`src/rtl/quad_mixer.sv`:
```
module quad_mixer #(
  parameter int IN_W  = 12,
  parameter int OUT_W = 18
) (
  input  logic                    clk,
  input  logic                    rst_n,
  input  logic                    i_valid,
  input  logic [IN_W-1:0]         i_sample,
  input  logic                    i_long,
  output logic                    o_valid,
  output logic signed [OUT_W-1:0] o_i,
  output logic signed [OUT_W-1:0] o_q
);
  localparam int CNT_W = 3;

  logic [CNT_W-1:0]        cnt;
  logic                    long_q;
  logic signed [OUT_W-1:0] acc_i, acc_q, x, prod;

  wire             long_now = (cnt == '0) ? i_long : long_q;
  wire [CNT_W-1:0] last     = long_now ? CNT_W'(7) : CNT_W'(3);
  wire             odd_pos  = cnt[0];

  assign x = {{(OUT_W-IN_W){i_sample[IN_W-1]}}, i_sample};

  always_comb begin
    case ({long_now, cnt})
      4'b0_000: prod = x;
      4'b0_001: prod = (x <<< 1) + x;
      4'b0_010: prod = -((x <<< 1) + x);
      4'b0_011: prod = -x;
      4'b1_000: prod = x;
      4'b1_001: prod = (x <<< 2) + x;
      4'b1_010: prod = -((x <<< 3) + (x <<< 1) + x);
      4'b1_011: prod = -((x <<< 4) - x);
      4'b1_100: prod = (x <<< 4) - x;
      4'b1_101: prod = (x <<< 3) + (x <<< 1) + x;
      4'b1_110: prod = -((x <<< 2) + x);
      4'b1_111: prod = -x;
      default:  prod = '0;
    endcase
  end

  wire signed [OUT_W-1:0] sum_i = acc_i + (odd_pos ? '0 : prod);
  wire signed [OUT_W-1:0] sum_q = acc_q + (odd_pos ? prod : '0);

  always_ff @(posedge clk) begin
    if (!rst_n) begin
      cnt     <= '0;
      long_q  <= 1'b0;
      acc_i   <= '0;
      acc_q   <= '0;
      o_valid <= 1'b0;
      o_i     <= '0;
      o_q     <= '0;
    end else begin
      o_valid <= 1'b0;
      if (i_valid) begin
        if (cnt == '0) long_q <= i_long;
        if (cnt == last) begin
          o_i     <= sum_i;
          o_q     <= sum_q;
          o_valid <= 1'b1;
          acc_i   <= '0;
          acc_q   <= '0;
          cnt     <= '0;
        end else begin
          acc_i <= sum_i;
          acc_q <= sum_q;
          cnt   <= cnt + 1'b1;
        end
      end
    end
  end

  a_r6_single_pulse: assert property (@(posedge clk) disable iff (!rst_n)
    o_valid |=> !o_valid);
  a_r6_after_accept: assert property (@(posedge clk) disable iff (!rst_n)
    o_valid |-> $past(i_valid));
  a_r6_window_restart: assert property (@(posedge clk) disable iff (!rst_n)
    o_valid |-> (cnt == '0));
  a_r9_hold_outputs: assert property (@(posedge clk) disable iff (!rst_n)
    !o_valid |-> ($stable(o_i) && $stable(o_q)));
  a_r8_mode_locked: assert property (@(posedge clk) disable iff (!rst_n)
    ($past(cnt) != '0) |-> $stable(long_q));
endmodule

```
`config.mk`:
```
export PLATFORM = sky130hd
export DESIGN_NAME = quad_mixer
export DESIGN_NICKNAME = d
export VERILOG_FILES = /design/src/rtl/quad_mixer.sv
export SDC_FILE = /design/constraint.sdc
export NUM_CORES = 1
export LEC_CHECK = 0
export ABC_AREA = 1
export BUFFER_PORTS_ARGS = -buffer_cell sky130_fd_sc_hd__buf_4
export CORE_MARGIN = 4
export CORE_UTILIZATION = 45
export CTS_CLUSTER_DIAMETER = 150
export DETAILED_ROUTE_END_ITERATION = 6
export PLACE_DENSITY = 0.7
export SYNTH_ARGS = -nofsm -noshare
export SYNTH_HDL_FRONTEND = slang
export SYNTH_SLANG_ARGS = --single-unit
```
`constraint.sdc`:
```
create_clock -name clk -period 4.8 [get_ports clk]
set_clock_uncertainty 0.1 [all_clocks]
set_input_delay 0 -clock clk [delete_from_list [all_inputs] [get_ports clk]]
set_output_delay 0 -clock clk [all_outputs]
set_load 0.01 [all_outputs]
```
After elaboration in Yosys (flattened, before gate mapping)
Cells that the tools add are included.
{"block": "classes", "n_addsub": 13, "n_mul": 0, "n_div": 0, "order_cmp": 0, "eq_ne": 12, "shift": 0, "mux": 9, "bitwise": 0, "reduce_logical": 6}
{"operator": "$pmux W18 S10", "n": 1}
{"operator": "$mux W18", "n": 4}
{"operator": "$add A18 B18 Y18", "n": 2}
{"operator": "$neg A18 Y18", "n": 2}
{"operator": "$eq A4 B4 Y1 const B", "n": 8}
{"operator": "$neg A12 Y18", "n": 1}
{"operator": "$neg A14 Y18", "n": 1}
{"operator": "$neg A15 Y18", "n": 1}
{"operator": "$add A16 B12 Y17", "n": 1}
{"operator": "$sub A16 B12 Y17", "n": 1}
{"operator": "$add A15 B13 Y16", "n": 1}
{"operator": "$add A14 B12 Y15", "n": 1}
{"operator": "$add A13 B12 Y14", "n": 1}
{"operator": "$eq A4 B2 Y1 const B", "n": 2}
{"operator": "$mux W3", "n": 2}
{"operator": "$eq A4 B1 Y1 const B", "n": 1}
{"operator": "$logic_not A4 Y1", "n": 1}
{"operator": "$reduce_and A2 Y1", "n": 2}
{"operator": "$reduce_or A2 Y1", "n": 2}
{"operator": "$add A3 B1 Y3 const B", "n": 1}
{"operator": "$eq A3 B3 Y1", "n": 1}
{"operator": "$logic_not A3 Y1", "n": 1}
{"operator": "$mux W1", "n": 2}
{"block": "totals", "register_bits": 77, "latch_bits": 0, "mem_bits_rw": 0, "romBits": 0, "in_bits": 16, "out_inout_bits": 37, "word_cells": 47, "mem_count": 0}

Depth between registers and ports, before layout
Gate-level depths: netlist (run 1).
{"block": "logic_depth", "word_depth": 8, "mapped_depth": 38, "depth_no_buf": 36}

Worst setup path before layout (run 1)
No wires, ideal clock.
{"block": "synth_timing", "kind": "register to register", "from": "register cnt[0]", "to": "register acc_i[16]", "setup_ns": 0.132, "arrival_time_ns": 4.681, "required_time_ns": 4.568, "setup_slack_ns": -0.113, "stages_incl_launch_ff": 29, "path_buffers": 2, "period_less_slack_ns": 4.913, "path_cell_list": "dfxtp_1 -> inv_1 -> clkbuf_1 -> ha_1 -> nand2_1 -> clkbuf_1 -> nand2_1 -> o21ai_0 -> inv_1 -> ha_1 -> nand2_1 -> inv_1 -> nor2_1 -> nor2_1 -> a2111oi_0 -> nor2_1 -> ha_1 -> a21oi_1 -> nand2_1 -> nand4_1 -> o211ai_1 -> a21boi_0 -> o21ai_0 -> a21boi_0 -> nor2_1 -> o21ai_0 -> nand3_1 -> nand3_1 -> a21oi_1"}
{"block": "synth_between", "elab_chain_len": 8, "elab_cells_between_ends": 22, "classes_between": "add/sub: 1; eq/ne: 12; mux: 5; reduce/logical: 4"}
{"element": "start, declared", "line_no": "16", "text": "logic [CNT_W-1:0] cnt;"}
{"element": "start signal, assigned", "line_no": "70", "text": "cnt <= cnt + 1'b1;"}
{"element": "$logic_not A3 Y1 *", "line_no": "20", "text": "wire long_now = (cnt == '0) ? i_long : long_q;"}
{"element": "$mux W1 *"}
{"element": "named net long_now", "line_no": "20"}
{"element": "$eq A4 B4 Y1 (tied with other cells)", "line_no": "27", "text": "case ({long_now, cnt})"}
{"element": "$reduce_or A2 Y1 (no line)"}
{"element": "$pmux W18 S10", "line_no": "27"}
{"element": "$mux W18", "line_no": "44", "text": "wire signed [OUT_W-1:0] sum_i = acc_i + (odd_pos ? '0 : prod);"}
{"element": "$add A18 B18 Y18", "line_no": "44"}
{"element": "$mux W18 *", "line_no": "60", "text": "if (cnt == last) begin"}
{"element": "end signal, assigned", "line_no": "68", "text": "acc_i <= sum_i;"}
{"element": "end, declared", "line_no": "18", "text": "logic signed [OUT_W-1:0] acc_i, acc_q, x, prod;"}
The timed path passes the listed nets; every way through them passes the cells marked *.
A chain may end at the register's enable or synchronous reset.

Final worst setup path (run 1)
{"block": "layout_timing", "from": "register cnt[1]", "to": "register o_i[11]"}
{"block": "layout_between", "elab_chain_len": 7, "elab_cells_between_ends": 22, "classes_between": "add/sub: 1; eq/ne: 12; mux: 4; reduce/logical: 5"}
{"element": "$logic_not A3 Y1", "line_no": "20"}
{"element": "$mux W1"}
{"element": "$eq A4 B4 Y1 (tied with other cells)", "line_no": "27"}
{"element": "$reduce_or A2 Y1 (no line)"}
{"element": "$pmux W18 S10", "line_no": "27"}
{"element": "$mux W18", "line_no": "44"}
{"element": "$add A18 B18 Y18", "line_no": "44"}
{"element": "end signal, assigned", "line_no": "61", "text": "o_i <= sum_i;"}
{"element": "end, declared", "line_no": "11", "text": "output logic signed [OUT_W-1:0] o_i,"}
Parallel ways exist; a longest one is shown, timed or not.

==> impl_metrics.xml, run 1 <==
<?xml version="1.0" encoding="UTF-8"?>
<metrics>
  <group name="cts">
    <metric name="cts_buf_count" unit="">9</metric>
    <metric name="clock_insertion_delay_worst_skew" unit="ps">340</metric>
    <metric name="cts_max_level" unit="">3</metric>
    <metric name="cts_buffer_depth" unit="">2</metric>
    <metric name="tritoncts_num_sinks" unit="">77</metric>
    <metric name="path_clk_slew" unit="ps">60</metric>
    <metric name="cts_tree" unit="">done</metric>
    <metric name="clock-root-buffer" unit="">sky130_fd_sc_hd__clkbuf_16</metric>
  </group>
  <group name="yosys">
    <metric name="yosys_warnings" unit="">0</metric>
    <metric name="ys_ff_latch" unit="">77</metric>
    <metric name="synth_cell_types" unit="">56</metric>
    <metric name="synth_top_flop_cell" unit="">sky130_fd_sc_hd__dfxtp_1</metric>
    <metric name="netlist.area_leader.share" unit="">0.172</metric>
    <metric name="ys_seq_area_frac" unit="">0.166</metric>
    <metric name="synth_area_leaders" unit="">sky130_fd_sc_hd__nand2_1, sky130_fd_sc_hd__dfxtp_1, sky130_fd_sc_hd__ha_1</metric>
    <metric name="synthesis.nets" unit="">1634</metric>
    <metric name="syn-instance-count" unit="">1508</metric>
    <metric name="synth-edff-count" unit="">0</metric>
    <metric name="mappedNetlistArea" unit="sq um">9280</metric>
    <metric name="postSynth.asyncResetShare" unit="">0</metric>
    <metric name="synth_area_leader_cell" unit="">sky130_fd_sc_hd__nand2_1</metric>
    <metric name="avgSynthCellArea" unit="sq um">6.16</metric>
  </group>
  <group name="pwr">
    <metric name="design_power_total" unit="uW">3220</metric>
    <metric name="irDropWorstVdd" unit="mV">0.221</metric>
    <metric name="power_density_relative_to_cell_area" unit="nW/um^2">271</metric>
    <metric name="leakage" unit="uW">0.00599</metric>
  </group>
  <group name="placed_design">
    <metric name="placed_cell_area" unit="sq um">11200</metric>
    <metric name="dp_hpwl" unit="um">27000</metric>
    <metric name="portBuffers" unit="">52</metric>
    <metric name="final_gp_congestion" unit="">0.994</metric>
    <metric name="place_ws" unit="ps">-312</metric>
  </group>
  <group name="run_status">
    <metric name="run_status" unit="">finished clean</metric>
  </group>
  <group name="global_routing">
    <metric name="grt_start_max_net_pins" unit="">39</metric>
    <metric name="globalRouteOverflowTotal" unit="">0</metric>
    <metric name="antenna_found_initial" unit="">0</metric>
    <metric name="grt_pass1_wl" unit="um">52500</metric>
    <metric name="grt_util_all_layers" unit="">0.289</metric>
    <metric name="first_global_vias" unit="">10000</metric>
  </group>
  <group name="timing">
    <metric name="timing.final.ws_setup" unit="ps">266</metric>
    <metric name="fmax" unit="MHz">221</metric>
    <metric name="hold-worst-slack" unit="ps">357</metric>
    <metric name="layout_worst_path_cycle_share" unit="">0.945</metric>
    <metric name="slew_at_the_pin_closest_to_its_max_slew_limit" unit="ps">1030</metric>
    <metric name="relSlewSlack" unit="">0.312</metric>
    <metric name="setup-tns-final" unit="ps">0</metric>
    <metric name="count_of_endpoints_failing_hold_in_the_final_timing_report" unit="">0</metric>
    <metric name="final_setup_violation_count" unit="">0</metric>
    <metric name="final.min_clock_period" unit="ps">4530</metric>
    <metric name="report.final.slew_viol_count" unit="">0</metric>
  </group>
  <group name="hold_path">
    <metric name="hp-start" unit="">o_q[5]$_SDFFE_PN0P_</metric>
    <metric name="min_path_cells" unit="">2</metric>
    <metric name="min_to" unit="">o_q[5]$_SDFFE_PN0P_</metric>
    <metric name="worstHoldPathType" unit="">flop to flop</metric>
  </group>
  <group name="floorplanning">
    <metric name="dieArea" unit="sq um">23000</metric>
    <metric name="floorplan.die.width" unit="um">152</metric>
    <metric name="placement_rows" unit="">52</metric>
    <metric name="die_height" unit="um">152</metric>
    <metric name="boundaryPins" unit="">53</metric>
    <metric name="core_area" unit="sq um">20200</metric>
    <metric name="floorplan.initialDensity" unit="">0.459</metric>
  </group>
  <group name="worst_setup_path">
    <metric name="critical_path.startpoint" unit="">cnt[1]$_SDFFE_PN0P_</metric>
    <metric name="rrSetupSlack" unit="ps">270</metric>
    <metric name="startpoint_type" unit="">flop</metric>
    <metric name="critical_path.max_stage_delay" unit="ps">340</metric>
    <metric name="crit_top_cell" unit="">sky130_fd_sc_hd__buf_4</metric>
    <metric name="arrival" unit="ps">4620</metric>
    <metric name="reg2reg_depth" unit="">28</metric>
    <metric name="timing.critical_path.fanout_max" unit="">4</metric>
    <metric name="r2r_end" unit="">o_i[11]$_SDFFE_PN0P_</metric>
    <metric name="timing.critical_path.slowest_stage_cell" unit="">sky130_fd_sc_hd__ha_1</metric>
    <metric name="r2r_start" unit="">cnt[1]$_SDFFE_PN0P_</metric>
    <metric name="worst-path-buf-inv" unit="">7</metric>
    <metric name="timing.critical_path.to_type" unit="">flop</metric>
    <metric name="path_delay_family" unit="">compound AO/OA/AOI/OAI gates</metric>
    <metric name="setup.worst_path.class" unit="">flop to flop</metric>
    <metric name="cp_data_required_time" unit="ps">4890</metric>
  </group>
  <group name="drt">
    <metric name="firstDrtPassIters" unit="">5</metric>
    <metric name="routed_via_density" unit="">5.50</metric>
    <metric name="drcViolationCount" unit="">0</metric>
    <metric name="vias" unit="">11000</metric>
    <metric name="dr.first_iter.drc_count" unit="">962</metric>
    <metric name="drt_wl_total" unit="um">33800</metric>
    <metric name="antenna_violating_nets_post_route" unit="">0</metric>
    <metric name="wl_per_cell" unit="um">16.8</metric>
  </group>
  <group name="finish">
    <metric name="final_cell_area_excluding_filler_cells" unit="sq um">11800</metric>
    <metric name="design.final.nets" unit="">1858</metric>
    <metric name="post_route_cells_drive_above_1_share" unit="">0.198</metric>
    <metric name="antenna-diode-count" unit="">0</metric>
    <metric name="syn2layout_area_growth" unit="%">27.6</metric>
  </group>
  <group name="run">
    <metric name="maxCapViolCount" unit="">0</metric>
  </group>
</metrics>
## power breakdown
| part | internal (uW) | switching, uW | leakage, uW | total (uW) |
|---|---|---|---|---|
| Clock | 472 | 281 | 0.000160 | 753 |
| Combinational | 720 | 1030 | 0.00520 | 1750 |
| Sequential | 682 | 28.0 | 0.000625 | 710 |
| Total | 1870 | 1340 | 0.00599 | 3220 |
## sequential cells by signal (all words and copies together) (netlist names)
name	count
cnt	3
o_i	18
o_valid	1
o_q	18
acc_q	18
long_q	1
acc_i	18
## per-stage QoR
stage | util | instances
4_1_cts | 0.572 | 1995
2_1_floorplan | - | 1508
3_3_place_gp | 0.554 | 1977
6_report | 0.586 | 2007
5_1_grt | 0.586 | 2007
3_5_place_dp | 0.554 | 1977
## cell usage after synthesis, types with 3 or more instances
master / instances
sky130_fd_sc_hd__a21o_1: 4
sky130_fd_sc_hd__inv_1: 182
sky130_fd_sc_hd__dfxtp_1: 77
sky130_fd_sc_hd__nand4_1: 28
sky130_fd_sc_hd__nor2_1: 137
sky130_fd_sc_hd__o2111ai_1: 6
sky130_fd_sc_hd__a31oi_1: 8
sky130_fd_sc_hd__nand3b_1: 13
sky130_fd_sc_hd__or2_2: 14
sky130_fd_sc_hd__inv_2: 3
sky130_fd_sc_hd__a21oi_1: 131
sky130_fd_sc_hd__o221ai_1: 5
sky130_fd_sc_hd__buf_2: 3
sky130_fd_sc_hd__o31ai_1: 6
sky130_fd_sc_hd__clkbuf_1: 22
sky130_fd_sc_hd__o211ai_1: 4
sky130_fd_sc_hd__o22ai_1: 9
sky130_fd_sc_hd__o21a_1: 7
sky130_fd_sc_hd__a22o_1: 17
sky130_fd_sc_hd__nand2_2: 5
sky130_fd_sc_hd__a21boi_0: 3
sky130_fd_sc_hd__nor3_1: 16
sky130_fd_sc_hd__o21ai_0: 81
sky130_fd_sc_hd__nand2_1: 426
sky130_fd_sc_hd__buf_1: 3
sky130_fd_sc_hd__xnor2_1: 17
sky130_fd_sc_hd__xor2_1: 19
sky130_fd_sc_hd__nand3_1: 104
sky130_fd_sc_hd__nor2_2: 6
sky130_fd_sc_hd__nor4b_1: 3
sky130_fd_sc_hd__ha_1: 96
sky130_fd_sc_hd__nor3b_1: 3
sky130_fd_sc_hd__nand3_2: 4
sky130_fd_sc_hd__a2111oi_0: 3
sky130_fd_sc_hd__fa_1: 14
## worst max-delay path by stage
stage	to	slack (ps)	depth (start not counted)
2_1_floorplan	acc_i[16]$_SDFFE_PN0P_	70	28
3_3_place_gp	acc_i[17]$_SDFFE_PN0P_	-200	28
3_5_place_dp	acc_i[16]$_SDFFE_PN0P_	-310	29
4_1_cts	acc_q[13]$_SDFFE_PN0P_	20	32
5_1_grt	acc_i[16]$_SDFFE_PN0P_	-80	30
6_report	o_i[11]$_SDFFE_PN0P_	270	28
## metal layers
| layer | GRT usage | routed length (um) |
|---|---|---|
| met4 | 0.0454 | 480 |
| met3 | 0.0407 | 2620 |
| met2 | 0.441 | 14500 |
| met5 | 0 | 0 |
| met1 | 0.438 | 16200 |
## worst reg2reg max path: cells and delay by family, from the launching register on
kind            cells  cell delay [ps]
flops               1              330
fa+ha+maj           3              760
xor+xnor            1              220
simple gates        5              450
buf+inv             7              920
compound gates     12             1620
## area by class of cell
| type | count | area, sq um |
|---|---|---|
| inverters | 187 | 706 |
| flip-flops and latches | 77 | 1540 |
| clock inverters | 5 | 82.6 |
| clock buffers | 11 | 243 |
| multi-input cells | 1216 | 7120 |
| fillers | 1975 | 8390 |
| repair buffers | 241 | 1820 |
| well taps | 270 | 338 |
## repair_timing
action                                  CTS  global route
resized for setup                         3            61
hold buffers                              2             1
setup buffers                             0            11
pin swaps                                 0            19
endpoints found under the setup margin    4            40
endpoints found under the hold margin     9             1
## logic make-up after synthesis
| kind of cell | share of synthesized area |
|---|---|
| xor gates and xnor gates | 0.0369 |
| AOI/OAI and AO/OA | 0.189 |
| buffers and inverters | 0.0873 |
| DFF | 0.166 |
| adders and majority gates | 0.160 |
| and+or+nand+nor | 0.361 |
## layout by cell type (no fill, tap or decap), types with 5 or more instances in the layout
cell type                     n
sky130_fd_sc_hd__a21oi_1    126
sky130_fd_sc_hd__a21oi_2      7
sky130_fd_sc_hd__a22o_1      17
sky130_fd_sc_hd__a31oi_1      6
sky130_fd_sc_hd__buf_4      237
sky130_fd_sc_hd__clkbuf_16    9
sky130_fd_sc_hd__dfxtp_1     76
sky130_fd_sc_hd__fa_1        13
sky130_fd_sc_hd__ha_1        91
sky130_fd_sc_hd__inv_1      179
sky130_fd_sc_hd__inv_2        5
sky130_fd_sc_hd__nand2_1    420
sky130_fd_sc_hd__nand2_2     11
sky130_fd_sc_hd__nand3_1    102
sky130_fd_sc_hd__nand3_2      6
sky130_fd_sc_hd__nand3b_1    13
sky130_fd_sc_hd__nand4_1     28
sky130_fd_sc_hd__nor2_1     129
sky130_fd_sc_hd__nor2_2      14
sky130_fd_sc_hd__nor3_1      13
sky130_fd_sc_hd__o2111ai_1    5
sky130_fd_sc_hd__o21a_1       7
sky130_fd_sc_hd__o21ai_0     71
sky130_fd_sc_hd__o21ai_1      8
sky130_fd_sc_hd__o221ai_1     5
sky130_fd_sc_hd__o22ai_1      9
sky130_fd_sc_hd__or2_2       14
sky130_fd_sc_hd__xnor2_1     16
sky130_fd_sc_hd__xor2_1      18
No activity file was read; power rests on OpenSTA's default activity.
==> inputs of run 2 (changes only) <==
- clock period: 4.8 -> 4 ns (I/O delays scaled with it)
==> run 2 against run 1 <==
Effect of this change: the run now ends with setup timing left; sequential share of layout area decreased by 3.4 points; wire length is 39% higher; register-to-register slack got worse by 720 ps; clock-buffer cell count is the same; die area is the same; clock power is 31% higher; sequential power up 22%; final cell count up 14%; critical path type is now input port to flop.
==> impl_metrics.xml, run 2 (synthesized netlist as in run 1, its figures left out) <==
<?xml version="1.0" encoding="UTF-8"?>
<metrics>
  <group name="finish">
    <metric name="final.fill_count" unit="">1322</metric>
    <metric name="final_cell_area_excluding_filler_cells" unit="sq um">16000</metric>
    <metric name="antenna-diode-count" unit="">0</metric>
    <metric name="mostFrequentLayoutCells" unit="">sky130_fd_sc_hd__buf_4, sky130_fd_sc_hd__nand2_1, sky130_fd_sc_hd__inv_1, sky130_fd_sc_hd__a21oi_1, sky130_fd_sc_hd__nor2_1</metric>
    <metric name="post_route_cells_drive_above_1_share" unit="">0.463</metric>
    <metric name="syn2layout_area_growth" unit="%">72.2</metric>
    <metric name="design.final.nets" unit="">2136</metric>
    <metric name="layout.cells.most_common" unit="">sky130_fd_sc_hd__buf_4</metric>
  </group>
  <group name="timing">
    <metric name="timing.final.ws_setup" unit="ps">-508</metric>
    <metric name="layout_worst_path_cycle_share" unit="">1.13</metric>
    <metric name="setup-tns-final" unit="ps">-10180</metric>
    <metric name="final.min_clock_period" unit="ps">4510</metric>
    <metric name="fmax" unit="MHz">222</metric>
    <metric name="count_of_endpoints_failing_hold_in_the_final_timing_report" unit="">0</metric>
    <metric name="final_setup_violation_count" unit="">38</metric>
    <metric name="grt_setup_unrepaired" unit="">true</metric>
    <metric name="report.final.slew_viol_count" unit="">0</metric>
    <metric name="slew_at_the_pin_closest_to_its_max_slew_limit" unit="ps">1100</metric>
    <metric name="relSlewSlack" unit="">0.264</metric>
  </group>
  <group name="worst_setup_path">
    <metric name="crit_top_cell" unit="">sky130_fd_sc_hd__buf_4</metric>
    <metric name="startpoint_type" unit="">input port</metric>
    <metric name="timing.critical_path.slowest_stage_cell" unit="">sky130_fd_sc_hd__fa_2</metric>
    <metric name="critical_path.max_stage_delay" unit="ps">560</metric>
    <metric name="timing.critical_path.to_type" unit="">flop</metric>
    <metric name="setup.worst_path.class" unit="">input port to flop</metric>
    <metric name="timing.critical_path.fanout_max" unit="">4</metric>
    <metric name="cp_data_required_time" unit="ps">4180</metric>
    <metric name="arrival" unit="ps">4690</metric>
  </group>
  <group name="cts">
    <metric name="clock_insertion_delay_worst_skew" unit="ps">360</metric>
    <metric name="cts_max_level" unit="">3</metric>
    <metric name="cts_tree" unit="">done</metric>
    <metric name="tritoncts_num_sinks" unit="">77</metric>
    <metric name="clock-root-buffer" unit="">sky130_fd_sc_hd__clkbuf_16</metric>
    <metric name="path_clk_slew" unit="ps">70</metric>
    <metric name="cts_buffer_depth" unit="">2</metric>
    <metric name="cts_buf_count" unit="">9</metric>
  </group>
  <group name="drt">
    <metric name="drt_wl_total" unit="um">46800</metric>
    <metric name="wl_per_cell" unit="um">20.5</metric>
    <metric name="antenna_violating_nets_post_route" unit="">0</metric>
    <metric name="dr.first_iter.drc_count" unit="">1784</metric>
    <metric name="vias" unit="">13700</metric>
    <metric name="drcViolationCount" unit="">0</metric>
    <metric name="firstDrtPassIters" unit="">7</metric>
    <metric name="routed_via_density" unit="">5.98</metric>
  </group>
  <group name="global_routing">
    <metric name="grt_start_max_net_pins" unit="">41</metric>
    <metric name="grt_util_all_layers" unit="">0.341</metric>
    <metric name="grt_pass1_wl" unit="um">62100</metric>
    <metric name="first_global_vias" unit="">12100</metric>
    <metric name="antenna_found_initial" unit="">0</metric>
    <metric name="globalRouteOverflowTotal" unit="">0</metric>
  </group>
  <group name="placed_design">
    <metric name="dp_hpwl" unit="um">29500</metric>
    <metric name="portBuffers" unit="">52</metric>
    <metric name="final_gp_congestion" unit="">1.06</metric>
    <metric name="placed_cell_area" unit="sq um">12900</metric>
  </group>
  <group name="pwr">
    <metric name="power_density_relative_to_cell_area" unit="nW/um^2">327</metric>
    <metric name="irDropWorstVdd" unit="mV">0.252</metric>
    <metric name="leakage" unit="uW">0.00773</metric>
  </group>
  <group name="run">
    <metric name="maxCapViolCount" unit="">0</metric>
  </group>
  <group name="floorplanning">
    <metric name="die_height" unit="um">152</metric>
    <metric name="floorplan.die.width" unit="um">152</metric>
    <metric name="boundaryPins" unit="">53</metric>
    <metric name="placement_rows" unit="">52</metric>
    <metric name="floorplan.initialDensity" unit="">0.459</metric>
    <metric name="dieArea" unit="sq um">23000</metric>
    <metric name="core_area" unit="sq um">20200</metric>
  </group>
  <group name="hold_path">
    <metric name="worstHoldPathType" unit="">input port to flop</metric>
  </group>
  <group name="run_status">
    <metric name="violations" unit="">setup timing</metric>
    <metric name="run_status" unit="">finished with violations</metric>
  </group>
</metrics>
==> run 2: path summary, 6_finish.rpt <==
path	start	endpoint	slack [ps]	cells past startpoint
hold / removal	i_long	long_q$_SDFFE_PN0P_	130	7
hold reg to reg	o_q[5]$_SDFFE_PN0P_	o_q[5]$_SDFFE_PN0P_	360	2
setup / recovery	i_sample[2]	acc_i[13]$_SDFFE_PN0P_	-510	30
setup reg to reg	cnt[1]$_SDFFE_PN0P_	acc_i[13]$_SDFFE_PN0P_	-450	26
==> run 2: layer usage <==
layer  routed length [um]  GRT usage
met1                17800      0.472
met2                20800      0.540
met3                 5110     0.0628
met4                 3080      0.102
met5                    0          0
==> run 2: what timing repair did <==
item / in CTS / in global routing
endpoints found under the setup margin: 44 / 44
hold endpoints to repair: 4 / 0
cloned: 0 / 0
pin swaps: 136 / 115
resized for setup: 220 / 262
hold buffers: 2 / 0
setup buffers: 52 / 42
==> run 2: metrics by stage <==
step / setup WS, ps / utilization / power [uW] / instances / hold slack (ps)
detailed placement: -811 / 0.638 / 3220 / 2178 / 194
global placement: -702 / 0.638 / 3180 / 2178 / 187
CTS: -139 / 0.717 / 4510 / 2246 / 135
finish: -508 / 0.790 / 5230 / 2285 / 127
global route: -638 / 0.790 / 5440 / 2285 / 176
floorplan: -149 / - / 2060 / 1508 / 30.9
==> run 2: final cells by class <==
cell class                 count  area [sq um]  area share
multi-input combinational   1216          8960       0.560
timing repair buffer         519          4090       0.256
sequential                    77          1540      0.0966
clock buffer                  11           243      0.0152
inverter                     187           711      0.0444
clock inverter                 5           106     0.00665
tap                          270           338      0.0211
==> run 2: critical path, delay by kind of cell <==
family | cells | cell delay, ps
compound gates | 7 | 1100
buf+inv | 9 | 930
simple gates | 10 | 1240
xor+xnor | 1 | 220
fa+ha+maj | 3 | 1210
==> run 2: power breakdown <==
part / internal [uW] / switching, uW / total [uW]
Combinational: 1560 / 1810 / 3370
Clock: 630 / 355 / 984
Sequential: 819 / 50.1 / 869
Total: 3010 / 2220 / 5230
